## src/rtl/ps2m_pkg.sv

```systemverilog
package ps2m_pkg;
  localparam int FRAME_BITS = 11;
  localparam int DELTA_W    = 9;

  // status byte bit positions
  localparam int ST_LEFT   = 0;
  localparam int ST_RIGHT  = 1;
  localparam int ST_MIDDLE = 2;
  localparam int ST_MARK   = 3;
  localparam int ST_XSIGN  = 4;
  localparam int ST_YSIGN  = 5;
  localparam int ST_XOVF   = 6;
  localparam int ST_YOVF   = 7;

  typedef logic [7:0] byte_t;

  typedef enum logic [1:0] {
    POS_STATUS = 2'd0,
    POS_X      = 2'd1,
    POS_Y      = 2'd2
  } byte_pos_e;
endpackage

```

## src/rtl/ps2m_sync.sv

```systemverilog
module ps2m_sync #(
  parameter int STAGES = 2
) (
  input  logic clk,
  input  logic rst,
  input  logic ps2_clk_in,
  input  logic ps2_dat_in,
  output logic clk_fall,
  output logic dat_s
);
  logic [STAGES-1:0] clk_sh;
  logic [STAGES-1:0] dat_sh;
  logic              clk_last;

  always_ff @(posedge clk) begin
    if (rst) begin
      clk_sh   <= '1;
      dat_sh   <= '1;
      clk_last <= 1'b1;
    end else begin
      clk_sh   <= {clk_sh[STAGES-2:0], ps2_clk_in};
      dat_sh   <= {dat_sh[STAGES-2:0], ps2_dat_in};
      clk_last <= clk_sh[STAGES-1];
    end
  end

  assign clk_fall = clk_last & ~clk_sh[STAGES-1];
  assign dat_s    = dat_sh[STAGES-1];
endmodule

```

## src/rtl/ps2m_idle.sv

```systemverilog
module ps2m_idle #(
  parameter int IDLE_CYCLES = 200000
) (
  input  logic clk,
  input  logic rst,
  input  logic activity,
  output logic timeout
);
  localparam int CW = $clog2(IDLE_CYCLES + 1);
  localparam logic [CW-1:0] LIMIT = CW'(IDLE_CYCLES);

  logic [CW-1:0] quiet;

  always_ff @(posedge clk) begin
    if (rst) begin
      quiet   <= '0;
      timeout <= 1'b0;
    end else if (activity) begin
      quiet   <= '0;
      timeout <= 1'b0;
    end else begin
      timeout <= (quiet == LIMIT - 1'b1);
      if (quiet != LIMIT) quiet <= quiet + 1'b1;
    end
  end
endmodule

```

## src/rtl/ps2m_frame_rx.sv

```systemverilog
module ps2m_frame_rx
  import ps2m_pkg::*;
(
  input  logic  clk,
  input  logic  rst,
  input  logic  bit_strobe,
  input  logic  bit_val,
  input  logic  flush,
  output logic  byte_ok,
  output logic  byte_bad,
  output byte_t byte_data
);
  localparam int BW = $clog2(FRAME_BITS);
  localparam logic [BW-1:0] LAST = BW'(FRAME_BITS - 1);

  logic [FRAME_BITS-1:0] shreg;
  logic [BW-1:0]         nbits;
  byte_t                 payload;
  logic                  good;

  // bits 0..9 sit in shreg[10:1] when the stop bit arrives
  assign payload = shreg[9:2];
  assign good    = (shreg[1] == 1'b0) && bit_val && (^{payload, shreg[10]});

  always_ff @(posedge clk) begin
    if (rst) begin
      shreg     <= '0;
      nbits     <= '0;
      byte_ok   <= 1'b0;
      byte_bad  <= 1'b0;
      byte_data <= '0;
    end else begin
      byte_ok  <= 1'b0;
      byte_bad <= 1'b0;
      if (flush) begin
        nbits <= '0;
      end else if (bit_strobe) begin
        shreg <= {bit_val, shreg[FRAME_BITS-1:1]};
        if (nbits == LAST) begin
          nbits     <= '0;
          byte_ok   <= good;
          byte_bad  <= ~good;
          byte_data <= payload;
        end else begin
          nbits <= nbits + 1'b1;
        end
      end
    end
  end
endmodule

```

## src/rtl/ps2m_packer.sv

```systemverilog
module ps2m_packer
  import ps2m_pkg::*;
(
  input  logic               clk,
  input  logic               rst,
  input  logic               byte_ok,
  input  logic               byte_bad,
  input  byte_t              byte_data,
  input  logic               flush,
  output logic               pkt_valid,
  output logic [DELTA_W-1:0] dx,
  output logic [DELTA_W-1:0] dy,
  output logic [2:0]         buttons,
  output logic               x_ovf,
  output logic               y_ovf,
  output logic               frame_err
);
  byte_pos_e pos;
  byte_t     status_q;
  byte_t     xmag_q;

  always_ff @(posedge clk) begin
    if (rst) begin
      pos       <= POS_STATUS;
      status_q  <= '0;
      xmag_q    <= '0;
      pkt_valid <= 1'b0;
      frame_err <= 1'b0;
      dx        <= '0;
      dy        <= '0;
      buttons   <= '0;
      x_ovf     <= 1'b0;
      y_ovf     <= 1'b0;
    end else begin
      pkt_valid <= 1'b0;
      frame_err <= 1'b0;
      if (byte_bad) begin
        frame_err <= 1'b1;
        pos       <= POS_STATUS;
      end else if (flush) begin
        pos <= POS_STATUS;
      end else if (byte_ok) begin
        unique case (pos)
          POS_STATUS: begin
            if (byte_data[ST_MARK]) begin
              status_q <= byte_data;
              pos      <= POS_X;
            end
          end
          POS_X: begin
            xmag_q <= byte_data;
            pos    <= POS_Y;
          end
          default: begin
            pkt_valid <= 1'b1;
            dx        <= {status_q[ST_XSIGN], xmag_q};
            dy        <= {status_q[ST_YSIGN], byte_data};
            buttons   <= {status_q[ST_MIDDLE], status_q[ST_RIGHT], status_q[ST_LEFT]};
            x_ovf     <= status_q[ST_XOVF];
            y_ovf     <= status_q[ST_YOVF];
            pos       <= POS_STATUS;
          end
        endcase
      end
    end
  end
endmodule

```

## src/rtl/ps2_motion_decoder.sv

```systemverilog
module ps2_motion_decoder
  import ps2m_pkg::*;
#(
  parameter int SYNC_STAGES = 2,
  parameter int IDLE_CYCLES = 200000
) (
  input  logic               clk,
  input  logic               rst,
  input  logic               ps2_clk_in,
  input  logic               ps2_dat_in,
  output logic               pkt_valid,
  output logic [DELTA_W-1:0] dx,
  output logic [DELTA_W-1:0] dy,
  output logic [2:0]         buttons,
  output logic               x_ovf,
  output logic               y_ovf,
  output logic               frame_err
);
  logic  fall, dat_s, quiet_to;
  logic  b_ok, b_bad;
  byte_t b_data;

  ps2m_sync #(.STAGES(SYNC_STAGES)) u_sync (
    .clk(clk), .rst(rst), .ps2_clk_in(ps2_clk_in), .ps2_dat_in(ps2_dat_in),
    .clk_fall(fall), .dat_s(dat_s)
  );

  ps2m_idle #(.IDLE_CYCLES(IDLE_CYCLES)) u_idle (
    .clk(clk), .rst(rst), .activity(fall), .timeout(quiet_to)
  );

  ps2m_frame_rx u_rx (
    .clk(clk), .rst(rst), .bit_strobe(fall), .bit_val(dat_s), .flush(quiet_to),
    .byte_ok(b_ok), .byte_bad(b_bad), .byte_data(b_data)
  );

  ps2m_packer u_pack (
    .clk(clk), .rst(rst), .byte_ok(b_ok), .byte_bad(b_bad), .byte_data(b_data),
    .flush(quiet_to), .pkt_valid(pkt_valid), .dx(dx), .dy(dy), .buttons(buttons),
    .x_ovf(x_ovf), .y_ovf(y_ovf), .frame_err(frame_err)
  );
endmodule

```

## config.mk

```make
export PLATFORM = sky130hd
export DESIGN_NAME = ps2_motion_decoder
export DESIGN_NICKNAME = d
export VERILOG_FILES = /design/src/rtl/ps2m_pkg.sv /design/src/rtl/ps2m_sync.sv /design/src/rtl/ps2m_idle.sv /design/src/rtl/ps2m_frame_rx.sv /design/src/rtl/ps2m_packer.sv /design/src/rtl/ps2_motion_decoder.sv
export SDC_FILE = /design/constraint.sdc
export NUM_CORES = 1
export LEC_CHECK = 0
export BUFFER_PORTS_ARGS = -buffer_cell sky130_fd_sc_hd__buf_2
export CAP_MARGIN = 20
export CORE_ASPECT_RATIO = 1.4
export CORE_MARGIN = 2
export CORE_UTILIZATION = 50
export CTS_BUF_LIST = sky130_fd_sc_hd__clkbuf_2 sky130_fd_sc_hd__clkbuf_4 sky130_fd_sc_hd__clkbuf_8
export DETAILED_ROUTE_END_ITERATION = 8
export GPL_TIMING_DRIVEN = 0
export PLACE_DENSITY = 0.68
export SLEW_MARGIN = 20
export SYNTH_ARGS = -nofsm -noshare
export SYNTH_HDL_FRONTEND = slang
export SYNTH_HIERARCHICAL = 1
export SYNTH_SLANG_ARGS = --single-unit
```

## constraint.sdc

```tcl
create_clock -name clk -period 4 [get_ports clk]
set_input_delay 0.2 -clock clk [delete_from_list [all_inputs] [get_ports clk]]
set_output_delay 0.2 -clock clk [all_outputs]
set_load 0.01 [all_outputs]
```

# Yosys cells after proc, flatten, opt, wreduce, memory -nomap -nowiden

Index checks and enable logic that the tools add are counted.

Output and inout port bits: 25
Flip-flop bits (word level): 92
Input port bits: 4
Word-level logic and storage cells: 58

Multiplexer cells: 5
Equality and inequality tests: 5
Bitwise gates (word level): 10
$add $sub $neg: 2
Reductions and logical operators: 16

Operator list:

| cell                                                                   | count |
|---|---|
| 18-bit by 1-bit adder with 18-bit output (second input constant)       | 1 |
| 18-bit equality test (second input constant)                           | 1 |
| 18-bit != test (second input constant)                                 | 1 |
| 1-bit inverter                                                         | 9 |
| 9-bit XOR reduction                                                    | 1 |
| 4-bit AND reduction                                                    | 2 |
| 4-bit OR reduction                                                     | 2 |
| 2-bit OR reduction                                                     | 3 |
| 5-bit AND reduction                                                    | 1 |
| 4-bit by 1-bit adder with 4-bit output (second input constant)         | 1 |
| 4-bit equality test (second input constant)                            | 1 |
| 4-bit 2-to-1 mux                                                       | 1 |
| 2-bit one-hot mux with 2 select lines                                  | 1 |
| 2-bit AND reduction                                                    | 2 |
| 3-bit AND reduction                                                    | 1 |
| 3-bit OR reduction                                                     | 1 |
| 2-bit by 1-bit equality test with 1-bit output (second input constant) | 1 |
| 1-bit logical AND                                                      | 2 |
| 2-bit zero test                                                        | 1 |
| 1-bit 2-to-1 mux                                                       | 2 |
| 2-bit 2-to-1 mux                                                       | 1 |
| 2-bit != test (second input constant)                                  | 1 |
| 1-bit AND                                                              | 1 |

# Logic depth before layout (Yosys ltp)

Depth in word-level cells: 4
Gate-level depth with buffers: 6
Depth with buffers taken out: 5

# Cells and area by module

The synthesis kept the hierarchy.

Modules (own cells, without submodules):

| module        | instances | cells an instance | seq. area each (µm²) | area each (µm²) |
|---|---|---|---|---|
| ps2m_packer   | 1         | 176               | 840.8                | 1612.8 |
| ps2m_frame_rx | 1         | 107               | 480.5                | 972.2 |
| ps2m_idle     | 1         | 109               | 380.4                | 917.1 |
| ps2m_sync     | 1         | 11                | 100.1                | 137.6 |

# Worst setup path after synthesis

Ideal clock, no wire load.

Path type: reg2reg
Start point: register u_idle.quiet[12]
End point: register u_idle.quiet[1]
Path slack: 2142 ps
Arrival time: 1728 ps
Library setup time: 130 ps
Data required time: 3870 ps
Clock period less this slack: 1858 ps
Path buffers: 1
Stages on the path, launching flop included: 6
Cells stage by stage: dfxtp_1 or4_1 or4_1 buf_2 o211ai_1 o41ai_2

Longest elaborated chain between the ends: 1

Ends and longest elaborated chain:

| item                     | RTL line        | source |
|---|---|---|
| start: declaration       | ps2m_idle.sv:12 | `logic [CW-1:0] quiet;` |
| start signal: assignment | ps2m_idle.sv:23 | `if (quiet != LIMIT) quiet <= quiet + 1'b1;` |
| 18-bit != test           | ps2m_idle.sv:23 |  |

No other way between the ends.
A chain may end at the register's enable or synchronous reset.

# Worst setup path in the final report

Same ends and word-level chain as after synthesis.

==> summary.txt <==
outcome -> finished clean
routed wl met2 -> 3730 um
uppermost routed layer -> met4
Area Overhead vs Synth -> 13.1%
worst endpoint required time -> 4210 ps
reg2reg path depth -> 5
Sw Pwr -> 0.000331 W
Total Routing Usage GR -> 17.7%
Synth top area share -> 49.5%
commonest non-fill, non-tap cells in the layout -> 90 x dfxtp_1, 77 x nand2_1, 42 x a21oi_1, 36 x buf_2, 24 x nand2b_1
post-synthesis adder-cell area fraction -> 0.688%
PnR worst setup slack -> 1980 ps
Mapped Avg Cell Area -> 9.03 um2
largest cells by area after synthesis -> dfxtp_1 50%, nand2_1 7.9%, mux2i_1 6.3%
Mapped Cells -> 403
CTS buffer count -> 9
Vias/cell -> 5.13
Residual DRC -> 0
Reg area -> 0.00180 mm2
leading register cell type out of synthesis -> dfxtp_1
Worst-Margin Slew -> 612 ps
clock-pin slew on the worst setup and hold paths -> 80 ps
share of cells above drive strength 1 -> 14.3%
Seq pwr share -> 56.2%
CTS root buf -> clkbuf_8
Clk pwr share -> 41.0%
fin area -> 0.00412 mm2
number of port buffers -> 28
Internal -> 0.00128 W
FMAX -> 494 MHz
Total Power -> 0.00161 W
Hold Slack -> 30.5 ps
Die X -> 76.1 um
Detailed Routing Iterations Pass 1 -> 4
most common cell after layout, fill and taps aside -> dfxtp_1
Critical Path Sink Type -> register
worst skew pair latency -> 340 ps
r2r endpoint -> u_idle/quiet[1]
Final Hold Vio Count -> 0
Peak VDD IR -> 0.214 mV
Compound-Gate Fraction of Synth Area -> 9.28%
final wirelength -> 6810 um
unrepaired setup endpoints after global routing -> no
Comb pwr share -> 2.8%
Met3 Wirelength -> 183 um
setup repair bufs after CTS -> 0
simple-gate share of the synthesized area -> 26.1%
Final nets -> 448
max_slew headroom -> 58.9%
ys async rst share -> 0%
post-cts sizing count -> 0
CP Capture Point -> u_idle/quiet[1]
Min-Delay Path Class -> in2reg
mean routed wirelength per cell -> 12.6 um
# H-tree levels -> 3
area of the core -> 0.00703 mm2
pre-CTS setup slack -> 1990 ps
fin. max-slew vios -> 0
Sink Count -> 90
post-synth top area cell -> dfxtp_1
total gr overflow -> 0
DRT met1 WL -> 2840 um
initial drt markers -> 113
Row Count -> 36
Post-Synth XOR/XNOR Area -> 4.23%
r2r setup slk -> 1980 ps
Layout Skew -> 7.24 ps
max cap viols -> 0
Lkg Pwr -> 1.55 nW
Critical Path Fanout Max -> 6
Synth Register Bits -> 90
Post-synth EDFFs -> 0
Critical path origin -> u_idle/quiet[12]
Setup TNS -> 0 ps
Multi-input gate area -> 0.00171 mm2
worst setup path category -> reg2reg
post-synthesis mux area share -> 6.63%
fraction of the yosys area taken by sequential cells -> 49.5%
synth unique cells -> 47
final critical-path required period -> 2020 ps
GPL Wtd Cong -> 0.787
Worst setup SP type -> register
CTS tree -> yes
Die H -> 105 um
initial core utilization -> 51.8%
final antenna-violating net count -> 0
synth warn -> 6
combinational family with the most area after synthesis -> simple AND/OR/NAND/NOR gates
power per cell area -> 392 mW/mm2
global-route wire length before repair -> 11,400 um
Mapped Area -> 0.00364 mm2
Tcrit/Tclk final -> 50.6%
ANT cells -> 0
setup violators final -> 0
cts hold-fix bufs -> 0
IO Pins -> 29
Critical R2R Launch -> u_idle/quiet[12]
die area -> 0.00799 mm2
CTS Buffer Depth -> 2
Sw Share -> 20.5%
largest net degree at the start of global routing -> 19
syn_nets -> 409
DPL Wire Length -> 5020 um
initial antenna violation count -> 0
number of global-route vias before repair -> 2,539
Cell Area, Placed -> 0.00390 mm2
fillers -> 685
vias -> 2,779
critical path arrival -> 2230 ps
-- state kept, by name (all words and copies together) (netlist names), 2 cells and up --
register	cells
u_pack/xmag_q	8
u_sync/dat_sh	2
u_idle/quiet	18
u_pack/status_q	7
u_rx/byte_data	8
u_pack/dy	9
u_pack/buttons	3
u_sync/clk_sh	2
u_pack/pos	2
u_rx/shreg	10
u_rx/nbits	4
u_pack/dx	9
-- critical path, cell delays in order (launching register included) --
cell	delay (ps)
dfxtp_1	340
or4_1	510
or4_1	540
buf_2	180
o211ai_1	210
o41ai_2	100
-- cell type report --
cell class | count | area share [%]
multi-input cells | 285 | 41.5
flip-flops and latches | 90 | 43.8
repair buffers | 28 | 3.40
plain buffers | 22 | 2.61
inverters | 6 | 0.547
well taps | 95 | 2.89
clock buffers | 11 | 3.37
clock inverters | 5 | 1.91
-- power by group through the flow --
stage / logic [W] / clock network, W / registers (W)
2_1_floorplan: 0.0000322 / 0 / 0.000926
3_3_place_gp: 0.0000440 / 0 / 0.000927
3_5_place_dp: 0.0000460 / 0 / 0.000928
4_1_cts: 0.0000461 / 0.000679 / 0.000906
5_1_grt: 0.0000511 / 0.000720 / 0.000908
6_report: 0.0000459 / 0.000661 / 0.000906
-- worst min path at each step --
stage                        to       start  depth (start not counted)  slack [ps]
2_1_floorplan      u_rx/byte_ok         rst                          1         270
3_3_place_gp   u_sync/dat_sh[0]  ps2_dat_in                          2         380
3_5_place_dp   u_sync/clk_sh[0]  ps2_clk_in                          2         380
4_1_cts        u_sync/clk_sh[0]  ps2_clk_in                          2          20
5_1_grt        u_sync/clk_sh[0]  ps2_clk_in                          2          20
6_report       u_sync/clk_sh[0]  ps2_clk_in                          2          30
-- through the flow --
stage                     utilization (%)  std cells
after detailed placement             55.5        526
after global placement               55.5        526
after floorplan                         -        403
after global routing                 58.6        542
after CTS                            58.6        542
final                                58.6        542
-- cells in the mapped netlist, drive strengths merged (2+ instances only) --
cell	count
nor2	22
nand2b	24
dfxtp	90
xor2	6
clkbuf	12
inv	6
a211oi	2
nor2b	4
nand2	78
nor3	9
nor4	4
and4	3
nand3b	2
buf	10
nand4	6
or3	6
ha	2
nand3	6
or2	6
o211ai	2
a21oi	42
xnor2	9
o21ai	8
or4	6
mux2i	23
-- cells by family (layout without fill, tap and decap cells) --
family	after synthesis	after routing
and+or+nand+nor	183	183
DFF	90	90
AOI/OAI and AO/OA	60	60
buffers and inverters	28	72
xor gates and xnor gates	16	16
adders and majority gates	2	2
muxes	24	24
-- metal layers --
metal | track usage, % | vias up
met5 | 0 | -
met4 | 6.62 | 0
met3 | 3.97 | 4
met2 | 34.1 | 42
met1 | 18.4 | 1276
li1 | - | 1457
(Power assumes the default switching activity.)
